File: src/rtl/tw_pkg.sv
package tw_pkg;

  // header: A7 A6 A5 RW A4 A3 A2 A1 A0, first bit ends up at index 8
  localparam int HDR_BITS = 9;
  localparam int ADDR_W   = 8;

  typedef enum logic [2:0] {
    ST_IDLE,
    ST_HDR,
    ST_WDATA,
    ST_RDATA,
    ST_DONE
  } tw_state_e;

  function automatic logic [ADDR_W-1:0] hdr_addr(input logic [HDR_BITS-1:0] h);
    return {h[8:6], h[4:0]};
  endfunction

  function automatic logic hdr_is_read(input logic [HDR_BITS-1:0] h);
    return h[5];
  endfunction

endpackage

File: src/rtl/tw_sync.sv
module tw_sync #(
  parameter int STAGES = 2
) (
  input  logic clk,
  input  logic rst_n,
  input  logic sen_n,
  input  logic sclk,
  input  logic sdio_i,
  output logic sen_high,
  output logic sclk_rise,
  output logic sclk_fall,
  output logic sdio_bit
);
  localparam int LANES = 3;
  // lane order: 0 = sclk, 1 = enable, 2 = data
  localparam logic [LANES-1:0] RST_PAT = 3'b110;

  logic [LANES-1:0] raw;
  logic [LANES-1:0] synced;
  logic             sclk_q;

  assign raw = {sdio_i, sen_n, sclk};

  for (genvar ln = 0; ln < LANES; ln++) begin : g_lane
    logic [STAGES-1:0] chain;
    always_ff @(posedge clk or negedge rst_n) begin
      if (!rst_n) chain <= {STAGES{RST_PAT[ln]}};
      else        chain <= {chain[STAGES-2:0], raw[ln]};
    end
    assign synced[ln] = chain[STAGES-1];
  end

  always_ff @(posedge clk or negedge rst_n) begin
    if (!rst_n) sclk_q <= 1'b0;
    else        sclk_q <= synced[0];
  end

  assign sclk_rise = synced[0] & ~sclk_q;
  assign sclk_fall = ~synced[0] & sclk_q;
  assign sen_high  = synced[1];
  assign sdio_bit  = synced[2];

  // edges are exclusive events
  p_edge_excl_r3: assert property (@(posedge clk) disable iff (!rst_n)
    !(sclk_rise && sclk_fall));

endmodule

File: src/rtl/tw_frame.sv
module tw_frame
  import tw_pkg::*;
#(
  parameter int DATA_W = 16
) (
  input  logic              clk,
  input  logic              rst_n,
  input  logic              sen_high,
  input  logic              sclk_rise,
  input  logic              sclk_fall,
  input  logic              sdio_bit,
  input  logic [DATA_W-1:0] rd_data,
  output logic [ADDR_W-1:0] rd_addr,
  output logic              wr_en,
  output logic [ADDR_W-1:0] wr_addr,
  output logic [DATA_W-1:0] wr_data,
  output logic              sdio_o,
  output logic              sdio_oe
);
  localparam int MAXB  = (DATA_W > HDR_BITS) ? DATA_W : HDR_BITS;
  localparam int CNT_W = $clog2(MAXB + 1);

  tw_state_e             state;
  logic [CNT_W-1:0]      cnt;
  logic [HDR_BITS-1:0]   hdr_q;
  logic [HDR_BITS-1:0]   hdr_n;
  logic [ADDR_W-1:0]     addr_q;
  logic [DATA_W-1:0]     wsh;
  logic [DATA_W-1:0]     rsh;
  logic                  hdr_last;
  logic                  wr_last;

  assign hdr_n    = {hdr_q[HDR_BITS-2:0], sdio_bit};
  assign hdr_last = (state == ST_HDR) && sclk_rise && (cnt == CNT_W'(HDR_BITS - 1));
  assign wr_last  = (state == ST_WDATA) && sclk_rise && (cnt == CNT_W'(DATA_W - 1));

  assign rd_addr = hdr_addr(hdr_n);
  assign wr_en   = wr_last && !sen_high;
  assign wr_addr = addr_q;
  assign wr_data = {wsh[DATA_W-2:0], sdio_bit};

  always_ff @(posedge clk or negedge rst_n) begin
    if (!rst_n) begin
      state   <= ST_IDLE;
      cnt     <= '0;
      hdr_q   <= '0;
      addr_q  <= '0;
      wsh     <= '0;
      rsh     <= '0;
      sdio_o  <= 1'b0;
      sdio_oe <= 1'b0;
    end else if (sen_high) begin
      state   <= ST_IDLE;
      cnt     <= '0;
      sdio_oe <= 1'b0;
    end else begin
      unique case (state)
        ST_IDLE: begin
          state <= ST_HDR;
          cnt   <= '0;
        end
        ST_HDR: if (sclk_rise) begin
          hdr_q <= hdr_n;
          if (hdr_last) begin
            addr_q <= hdr_addr(hdr_n);
            cnt    <= '0;
            if (hdr_is_read(hdr_n)) begin
              rsh   <= rd_data;
              state <= ST_RDATA;
            end else begin
              state <= ST_WDATA;
            end
          end else begin
            cnt <= cnt + 1'b1;
          end
        end
        ST_WDATA: if (sclk_rise) begin
          wsh <= wr_data;
          cnt <= cnt + 1'b1;
          if (wr_last) state <= ST_DONE;
        end
        ST_RDATA: if (sclk_fall) begin
          if (cnt < CNT_W'(DATA_W)) begin
            sdio_o  <= rsh[DATA_W-1];
            rsh     <= {rsh[DATA_W-2:0], 1'b0};
            sdio_oe <= 1'b1;
            cnt     <= cnt + 1'b1;
          end else begin
            sdio_oe <= 1'b0;
            state   <= ST_DONE;
          end
        end
        ST_DONE: ;
        default: state <= ST_IDLE;
      endcase
    end
  end

  p_no_drive_hdr_wr_r9: assert property (@(posedge clk) disable iff (!rst_n)
    (state == ST_HDR || state == ST_WDATA) |-> !sdio_oe);

  p_launch_on_fall_r5: assert property (@(posedge clk) disable iff (!rst_n)
    $rose(sdio_oe) |-> $past(sclk_fall));

  p_data_moves_on_fall_r5: assert property (@(posedge clk) disable iff (!rst_n)
    !sclk_fall |=> $stable(sdio_o));

  p_single_commit_r4: assert property (@(posedge clk) disable iff (!rst_n)
    wr_en |=> (state == ST_DONE || state == ST_IDLE) && !wr_en);

  p_done_quiet_r10: assert property (@(posedge clk) disable iff (!rst_n)
    (state == ST_DONE) |-> !wr_en && !sdio_oe);

endmodule

File: src/rtl/tw_regfile.sv
module tw_regfile
  import tw_pkg::*;
#(
  parameter int NUM_REGS = 8,
  parameter int DATA_W   = 16
) (
  input  logic              clk,
  input  logic              rst_n,
  input  logic              wr_en,
  input  logic [ADDR_W-1:0] wr_addr,
  input  logic [DATA_W-1:0] wr_data,
  input  logic [ADDR_W-1:0] rd_addr,
  output logic [DATA_W-1:0] rd_data
);
  localparam int IDX_W = $clog2(NUM_REGS);

  logic [DATA_W-1:0]              mem [NUM_REGS];
  logic [NUM_REGS*DATA_W-1:0]     mem_flat;
  logic                           wr_hit;
  logic                           rd_hit;
  logic [IDX_W-1:0]               wr_idx;
  logic [IDX_W-1:0]               rd_idx;

  function automatic logic in_range(input logic [ADDR_W-1:0] a);
    return int'(a) < NUM_REGS;
  endfunction

  assign wr_hit = in_range(wr_addr);
  assign rd_hit = in_range(rd_addr);
  assign wr_idx = wr_addr[IDX_W-1:0];
  assign rd_idx = rd_addr[IDX_W-1:0];

  for (genvar g = 0; g < NUM_REGS; g++) begin : g_reg
    always_ff @(posedge clk or negedge rst_n) begin
      if (!rst_n)                                        mem[g] <= '0;
      else if (wr_en && wr_hit && wr_idx == IDX_W'(g))   mem[g] <= wr_data;
    end
    assign mem_flat[g*DATA_W +: DATA_W] = mem[g];
  end

  assign rd_data = rd_hit ? mem[rd_idx] : '0;

  p_oor_write_dropped_r7: assert property (@(posedge clk) disable iff (!rst_n)
    (wr_en && !wr_hit) |=> $stable(mem_flat));

  p_idle_no_change_r6: assert property (@(posedge clk) disable iff (!rst_n)
    !wr_en |=> $stable(mem_flat));

  p_write_lands_r4: assert property (@(posedge clk) disable iff (!rst_n)
    (wr_en && wr_hit) |=> mem[$past(wr_idx)] == $past(wr_data));

endmodule

File: src/rtl/tw_reg_slave.sv
module tw_reg_slave
  import tw_pkg::*;
#(
  parameter int SYNC_STAGES = 2,
  parameter int NUM_REGS    = 8,
  parameter int DATA_W      = 16
) (
  input  logic clk,
  input  logic rst_n,
  input  logic sen_n,
  input  logic sclk,
  input  logic sdio_i,
  output logic sdio_o,
  output logic sdio_oe
);
  logic              sen_high;
  logic              sclk_rise;
  logic              sclk_fall;
  logic              sdio_bit;
  logic              wr_en;
  logic [ADDR_W-1:0] wr_addr;
  logic [ADDR_W-1:0] rd_addr;
  logic [DATA_W-1:0] wr_data;
  logic [DATA_W-1:0] rd_data;

  tw_sync #(.STAGES(SYNC_STAGES)) u_sync (
    .clk       (clk),
    .rst_n     (rst_n),
    .sen_n     (sen_n),
    .sclk      (sclk),
    .sdio_i    (sdio_i),
    .sen_high  (sen_high),
    .sclk_rise (sclk_rise),
    .sclk_fall (sclk_fall),
    .sdio_bit  (sdio_bit)
  );

  tw_frame #(.DATA_W(DATA_W)) u_frame (
    .clk       (clk),
    .rst_n     (rst_n),
    .sen_high  (sen_high),
    .sclk_rise (sclk_rise),
    .sclk_fall (sclk_fall),
    .sdio_bit  (sdio_bit),
    .rd_data   (rd_data),
    .rd_addr   (rd_addr),
    .wr_en     (wr_en),
    .wr_addr   (wr_addr),
    .wr_data   (wr_data),
    .sdio_o    (sdio_o),
    .sdio_oe   (sdio_oe)
  );

  tw_regfile #(.NUM_REGS(NUM_REGS), .DATA_W(DATA_W)) u_regs (
    .clk     (clk),
    .rst_n   (rst_n),
    .wr_en   (wr_en),
    .wr_addr (wr_addr),
    .wr_data (wr_data),
    .rd_addr (rd_addr),
    .rd_data (rd_data)
  );

  p_abort_no_write_r6: assert property (@(posedge clk) disable iff (!rst_n)
    sen_high |-> !wr_en);

  p_release_on_disable_r8: assert property (@(posedge clk) disable iff (!rst_n)
    sen_high |=> !sdio_oe);

  p_reset_quiet_r1: assert property (@(posedge clk)
    !rst_n |-> !sdio_oe);

endmodule

File: config.mk
export PLATFORM = sky130hd
export DESIGN_NAME = tw_reg_slave
export DESIGN_NICKNAME = d
export VERILOG_FILES = /design/src/rtl/tw_pkg.sv /design/src/rtl/tw_sync.sv /design/src/rtl/tw_frame.sv /design/src/rtl/tw_regfile.sv /design/src/rtl/tw_reg_slave.sv
export SDC_FILE = /design/constraint.sdc
export NUM_CORES = 1
export LEC_CHECK = 0
export BUFFER_PORTS_ARGS = -buffer_cell sky130_fd_sc_hd__buf_2
export CAP_MARGIN = 20
export CORE_ASPECT_RATIO = 1.75
export CORE_MARGIN = 3
export CORE_UTILIZATION = 34
export CTS_CLUSTER_SIZE = 10
export DETAILED_ROUTE_END_ITERATION = 12
export RECOVER_POWER = 25
export SYNTH_ARGS = -nofsm -noshare
export SYNTH_HDL_FRONTEND = slang
export SYNTH_SLANG_ARGS = --single-unit
File: constraint.sdc
create_clock -name clk -period 3.4 [get_ports clk]
set_clock_uncertainty 0.1 [all_clocks]
set_input_delay 0.51 -clock clk [delete_from_list [all_inputs] [get_ports clk]]
set_output_delay 0.51 -clock clk [all_outputs]
set_load 0.03 [all_outputs]
==> out/results.ini, run 1 <==
[logic_synthesis]
synth_top_family_by_area = multiplexers
yosysSeqAreaShare = 0.544
synth_xor_area_frac = 0.000990
synth_ff_type = dfrtp_1
synthesis.nets = 621
synth-compound-area-share = 0.0406
yosys.cell_types.count = 52
synthSimpleGateAreaFrac = 0.0731
yosys_warnings = 0
syn-cell-area_um2 = 8840
syn_avg_cell_area_um2 = 14.4
synthMuxAreaShare = 0.308
ys_async_sr_fraction = 1.00
synth_seq_cells = 192
synth-edff-count = 0
synthAdderAreaFrac = 0.00424
netlist_instances = 613

[timing]
setup_viol = 0
min_period_over_period = 0.835
fmax_mhz = 352
report.final.slew_viol_count = 80
fin_tns_setup_ns = 0
worst_pin_slew_ns = 2.12
relSlewSlack = -0.413
finalHoldViolCount = 0
fin_crit_ns = 2.84
rsz0062_at_grt = false

[route]
viasPerCell = 5.30
drt_first_pass_iters = 4
route.detailed.drc = 0
ant_nets = 0
drtIter0Drc = 261
wl_per_cell_um = 20.2
via_count = 4960
drt_wl_total_mm = 18.9

[worst_setup_path]
critical_path_buf_inv_count = 0
r2r_slack_ns = 0.56
end_kind = flip-flop
critPathArrivalTime_ns = 3.05
cp-start-kind = flip-flop
crit_chain = ha_1 > and3_1 > ha_1 > and3b_1 > and4_1 > nand3_2 > mux2_2
critPathMostFrequentCell = ha_1
max_stage_delay_ns = 0.52
critPathRequiredTime_ns = 3.61
critical_path_class = flip-flop to flip-flop
path_max_fanout = 16
slowest_stage = nand3_2
crit_family = simple AND/OR/NAND/NOR gates

[global_route]
grt_pass1_wl_mm = 30.6
antenna_found_initial = 0
grt_max_degree = 82
grt_pass1_vias = 5525
grt_usage = 0.143
grt-ovfl-total = 0

[placed_design]
port-buffer-count = 6
place.gp.congestion = 0.771
dp_hpwl_mm = 12.1

[layout]
n_fill_cell = 2383
postLayoutCoreUtil = 0.384
syn_to_final_growth_pct = 10.4
drive_gt1_frac = 0.431
antenna_cells = 0
fin_nets = 617

[cts]
postCtsSetupBuffers = 0
htree_levels = 4
clock_latency_ns = 0.43
clk_path_buf_depth = 2
cts_resized = 0
cts_root_buf = clkbuf_16
clock_sinks = 192
hold_buffers = 0
clkTransAtPathRegs_ns = 0.07
cts_buffers = 17
cts_tree = done

[worst_hold_path]
hp-class = primary input to flip-flop

[status]
status = complete, but fails checks
violations = capacitance limit, slew limit

[floorplan]
die_area_um2 = 28100
num_rows = 77
boundaryPins = 7
core_um2 = 25400
start_util = 0.348
die_w_um = 128
die_y_um = 219

[job]
maxCapViolations = 1

[power_and_ir_drop]
powerDensity_nw_per_um2 = 483
irDropWorstVdd_uv = 341
leakage_nw = 4.74

[cell type report]
| cell class | count | area (um2) | share of cell area |
|---|---|---|---|
| multi-input combinational | 366 | 3770 | 0.386 |
| tap | 316 | 395 | 0.0405 |
| inverter | 7 | 26.3 | 0.00269 |
| clock buffer | 24 | 472 | 0.0483 |
| timing repair buffer | 25 | 223 | 0.0228 |
| sequential | 192 | 4810 | 0.493 |
| clock inverter | 6 | 61.3 | 0.00628 |
[worst paths after layout]
check	startpoint	end	cells past startpoint
min reg2reg	u_sync.g_lane[1].chain[0]$_DFF_PN1_	u_sync.g_lane[1].chain[1]$_DFF_PN1_	0
max in group asynchronous	rst_n	u_sync.g_lane[1].chain[1]$_DFF_PN1_	2
max reg2reg	u_frame.cnt[0]$_DFFE_PN0P_	u_regs.mem[84]$_DFFE_PN0P_	7
min in group asynchronous	rst_n	u_frame.wsh[0]$_DFFE_PN0P_	1
min	sdio_i	u_sync.g_lane[2].chain[0]$_DFF_PN1_	1
max	u_frame.cnt[0]$_DFFE_PN0P_	u_regs.mem[84]$_DFFE_PN0P_	7
[report_power, final]
group / internal (mW) / leakage (nW) / switching, mW / total (mW)
clock network: 1.04 / 0.260 / 0.815 / 1.85
logic: 0.205 / 1.82 / 0.292 / 0.497
registers: 2.32 / 2.65 / 0.0520 / 2.37
total: 3.56 / 4.74 / 1.16 / 4.72
[cell usage in the layout, fill, tap and decap left out, types with 2 or more instances in the layout]
cell,netlist,routed
o31ai_1,15,15
nor2b_1,15,15
or3b_2,2,2
nor4_4,2,2
mux4_2,17,17
o211ai_1,2,2
nor4b_4,2,2
buf_12,0,4
clkbuf_1,12,5
o22ai_1,7,7
buf_2,14,5
a21oi_1,3,3
nand4b_4,2,2
inv_1,7,7
mux2i_1,25,25
dfrtp_1,188,188
nor2_1,11,11
clkbuf_8,0,2
dfstp_2,4,3
and3_1,2,2
and3b_1,2,2
nand2b_1,3,3
nand3_1,3,3
clkinv_2,0,3
nand4_4,2,2
a22o_1,12,12
nand2_1,28,28
or3_1,3,3
mux2_2,171,171
and2_1,4,4
mux2_4,10,10
nor3b_1,2,2
ha_1,3,3
buf_4,3,15
clkbuf_16,0,17
[kinds of logic (layout without fill, tap and decap cells)]
| group | after synthesis | after routing |
|---|---|---|
| AOI/OAI and AO/OA | 47 | 47 |
| xor gates and xnor gates | 1 | 1 |
| adders and majority gates | 3 | 3 |
| buffers and inverters | 55 | 62 |
| DFF | 192 | 192 |
| muxes | 224 | 224 |
| and+or+nand+nor | 91 | 91 |
[synthesized netlist by cell type (all sizes together) (4+ instances only)]
master,number,area share
a22o,12,0.012
buf,36,0.022
mux2i,25,0.028
clkbuf,12,0.0051
dfrtp,188,0.53
inv,7,0.0030
nand3,4,0.0028
o31ai,15,0.013
mux2,182,0.24
and2,4,0.0028
mux4,17,0.043
a21oi,4,0.0027
nor2,11,0.0047
nand2,28,0.012
o22ai,7,0.0050
dfstp,4,0.012
nor2b,15,0.011
[state kept, by name, indices dropped and copies added, names as in the netlist]
signal / cells
u_regs.mem: 128
u_frame.rsh: 16
u_frame.wsh: 15
u_frame.hdr_q: 8
u_frame.wr_addr: 8
u_sync.g_lane.chain: 6
u_frame.cnt: 5
u_frame.state: 3
u_frame.sdio_o: 1
u_frame.sdio_oe: 1
u_sync.sclk_q: 1
[routing by layer]
layer / share of wire / vias up / track usage
li1: - / 2209 / -
met2: 0.54 / 74 / 0.258
met5: 0 / - / 0
met4: 0.035 / 0 / 0.0669
met3: 0.024 / 42 / 0.0292
met1: 0.40 / 2635 / 0.159
[stage by stage]
stage | total power [mW] | worst slack (ns) | std cells | area, um2 | hold slack (ns)
after floorplan | 2.71 | 0.921 | 613 | 8840 | 0.114
after global placement | 2.91 | 0.626 | 906 | 9240 | 0.237
after detailed placement | 2.91 | 0.546 | 906 | 9240 | 0.247
after CTS | 4.79 | 0.541 | 936 | 9770 | 0.0154
after global routing | 4.92 | 0.453 | 936 | 9760 | 0.0468
final | 4.72 | 0.561 | 936 | 9760 | 0.0706
Power figures use the tool's default switching activity.
==> run 2: changes to the inputs <==
Clock period 3.4 ns to 2.4 ns, I/O delays scaled along.
==> run 2 against run 1 <==
The run now ends clean; clock-buffer cell count down 1; largest power group unchanged; worst hold slack better by 0.19 ns; critical path depth up 1; utilization up 1.8 points; power up 54%; critical endpoint is now u_regs.mem[49]$_DFFE_PN0P_; cell count up 3.0%; non-clock buffer count up 27; first-iteration DRC count up 0.38%; combinational power up 67%; largest cell class unchanged; die area unchanged; global-route usage about the same; via count up 1.3%.
==> out/results.ini, run 2 (synthesis results as in run 1) <==
[floorplan]
num_rows = 77  ; unchanged
die_w_um = 128  ; unchanged
boundaryPins = 7  ; unchanged
die_area_um2 = 28100  ; unchanged
die_y_um = 219  ; unchanged
start_util = 0.348  ; unchanged
core_um2 = 25400  ; unchanged

[layout]
postLayoutCoreUtil = 0.402  ; +0.0183
syn_to_final_growth_pct = 15.7
antenna_cells = 0  ; unchanged
layout_commonest_cell = dfrtp_1
drive_gt1_frac = 0.465  ; +0.0339
biggestRegsByFlops = u_regs.mem: 128 flops, u_frame.rsh: 16 flops, u_frame.wsh: 15 flops
final_cell_mix = dfrtp_1, mux2_2, nand2_1, buf_4, mux2i_1
top_register = u_regs.mem
n_fill_cell = 2367  ; -0.67%
largest_reg_flops = 128  ; unchanged
finalNonFillerCells = 964  ; +3.0%
final_area_um2 = 10200  ; +4.8%
fin_nets = 644  ; +4.4%

[worst_hold_path]
hold_path_end = u_sync.g_lane[1].chain[1]$_DFF_PN1_
hp-class = flip-flop to flip-flop
min_path_cells = 0  ; -1
hp-start = u_sync.g_lane[1].chain[0]$_DFF_PN1_

[route]
wl_met1_mm = 7.57  ; +0.17%
route.detailed.drc = 0  ; unchanged
drt_wl_total_mm = 19.1  ; +0.96%
drtIter0Drc = 262  ; +0.38%
route.met2.wl_mm = 10.7  ; +5.2%
viasPerCell = 5.21  ; -1.6%
wl_met3_um = 391  ; -13%
via_count = 5026  ; +1.3%
top_layer = met4
wl_per_cell_um = 19.8  ; -2.0%
ant_nets = 0  ; unchanged
drt_first_pass_iters = 4  ; unchanged

[timing]
report.final.slew_viol_count = 0  ; -100%
rsz0062_at_grt = true
fmax_mhz = 428  ; +22%
setup_slack_ns = 0.0653  ; -0.496 ns
worst_pin_slew_ns = 1.47  ; -0.651 ns
relSlewSlack = 0.0214  ; +0.434
finalHoldViolCount = 0  ; unchanged
fin_crit_ns = 2.33  ; -0.504 ns
setup_viol = 0  ; unchanged
min_period_over_period = 0.973  ; +0.138

[status]
status = finished, final reports clean

[cts]
clock_sinks = 192  ; unchanged
cts_tree = done
htree_levels = 4  ; unchanged
clock_latency_ns = 0.43  ; about the same
cts_root_buf = clkbuf_16
clk_path_buf_depth = 2  ; unchanged
clkTransAtPathRegs_ns = 0.07  ; about the same
cts_buffers = 17  ; unchanged

[global_route]
grt_max_degree = 56  ; -32%
grt_pass1_vias = 5484  ; -0.74%
antenna_found_initial = 0  ; unchanged
grt_usage = 0.144  ; +0.000453
grt_pass1_wl_mm = 31.1  ; +1.6%
grt-ovfl-total = 0  ; unchanged

[power_and_ir_drop]
powerDensity_nw_per_um2 = 708  ; +47%
p_sw_frac = 0.236  ; -0.00999
p_clk_frac = 0.427  ; +0.034
leakage_nw = 4.96  ; +4.7%
irDropWorstVdd_uv = 356  ; +4.4%
comb_power_share = 0.114  ; +0.009
power_mw = 7.24  ; +54%
cell_internal_pwr_mw = 5.54  ; +56%
seqPwrFrac = 0.459  ; -0.043
p_sw_mw = 1.71  ; +47%

[placed_design]
placed_area_um2 = 9470  ; +2.5%
dpl.cell_count = 926  ; +2.2%
pre_cts_slack_ns = -0.149  ; -0.695 ns
port-buffer-count = 6  ; unchanged
place.gp.congestion = 0.845  ; +9.7%
dp_hpwl_mm = 12.8  ; +5.7%

[worst_setup_path]
crit_family = simple AND/OR/NAND/NOR gates
worstRegToRegCells = 8  ; +1
critPathArrivalTime_ns = 2.55  ; -0.50 ns
slowest_stage = dfrtp_1
r2r_slack_ns = 0.07  ; -0.50 ns
path_max_fanout = 16  ; unchanged
max_stage_delay_ns = 0.36  ; -0.16 ns
critical_path_class = flip-flop to flip-flop
crit_chain = ha_2 > and3_1 > ha_1 > and3b_2 > nand4_4 > nor4b_4 > buf_12 > mux2_2
r2r-end = u_regs.mem[49]$_DFFE_PN0P_
critical_path_buf_inv_count = 1  ; +1
cp-start-kind = flip-flop
critPathRequiredTime_ns = 2.61  ; -1.00 ns
rr_startpoint = u_frame.cnt[0]$_DFFE_PN0P_
end_kind = flip-flop

[job]
maxCapViolations = 0  ; -1

## run 2: cell types whose count changed in the layout (fill, tap and decap cells not counted), moves of 2 or more
cell and delta:
buf_4 +12, buf_12 +7, clkbuf_1 -4, clkbuf_8 +4, dlygate4sd3_1 +4, mux2_2 -4, mux2_4 +4, buf_6 +3
bufinv_16 +3, clkinv_2 -2
## run 2: stage by stage
step	TNS [ns]	hold WS, ns
4_1_cts	-0.108	0.259
2_1_floorplan	-0.634	-0.0356
3_5_place_dp	-3.55	0.249
5_1_grt	-0.612	0.259
6_report	0	0.256
3_3_place_gp	-2.19	0.238
## run 2: power by group through the flow
stage	Clock, mW	Combinational (mW)	Sequential [mW]
floorplan	0	0.476	3.37
global placement	0	0.819	3.38
detailed placement	0	0.832	3.38
CTS	3.19	0.853	3.32
global route	3.29	0.903	3.33
finish	3.09	0.828	3.32
## run 2: cell type report
cell class / instances / area, um2 / area share
flip-flops and latches: 192 / 4810 / 0.471
multi-input cells: 366 / 3810 / 0.372
repair buffers: 52 / 531 / 0.0519
clock buffers: 23 / 508 / 0.0497
well taps: 316 / 395 / 0.0387
clock inverters: 8 / 149 / 0.0146
inverters: 7 / 26.3 / 0.00257
## run 2: per-layer routing
layer,GRT usage,up-vias
met4,0.0471,0
met1,0.165,2675
met3,0.0246,14
met2,0.266,74
met5,0,-
li1,-,2263
## run 2: worst max-delay path by stage
| stage | start | end | slack (ns) | cells past startpoint |
|---|---|---|---|---|
| global placement | u_frame.cnt[1]$_DFFE_PN0P_ | u_regs.mem[31]$_DFFE_PN0P_ | -0.10 | 7 |
| detailed placement | u_frame.cnt[0]$_DFFE_PN0P_ | u_regs.mem[31]$_DFFE_PN0P_ | -0.15 | 7 |
| CTS | u_frame.cnt[0]$_DFFE_PN0P_ | u_regs.mem[49]$_DFFE_PN0P_ | -0.02 | 8 |
| global route | u_frame.cnt[0]$_DFFE_PN0P_ | u_regs.mem[49]$_DFFE_PN0P_ | -0.04 | 8 |
| floorplan | u_frame.cnt[0]$_DFFE_PN0P_ | u_regs.mem[53]$_DFFE_PN0P_ | -0.06 | 8 |
| finish | u_frame.cnt[0]$_DFFE_PN0P_ | u_regs.mem[49]$_DFFE_PN0P_ | 0.07 | 8 |
## run 2: what timing repair did
| item | CTS | global route |
|---|---|---|
| endpoints found under the hold margin | 51 | 0 |
| pin swaps | 0 | 1 |
| endpoints found under the setup margin | 51 | 47 |
| hold buffers | 4 | 0 |
| resized for setup | 3 | 6 |
| setup buffers | 2 | 1 |
| cloned | 0 | 0 |
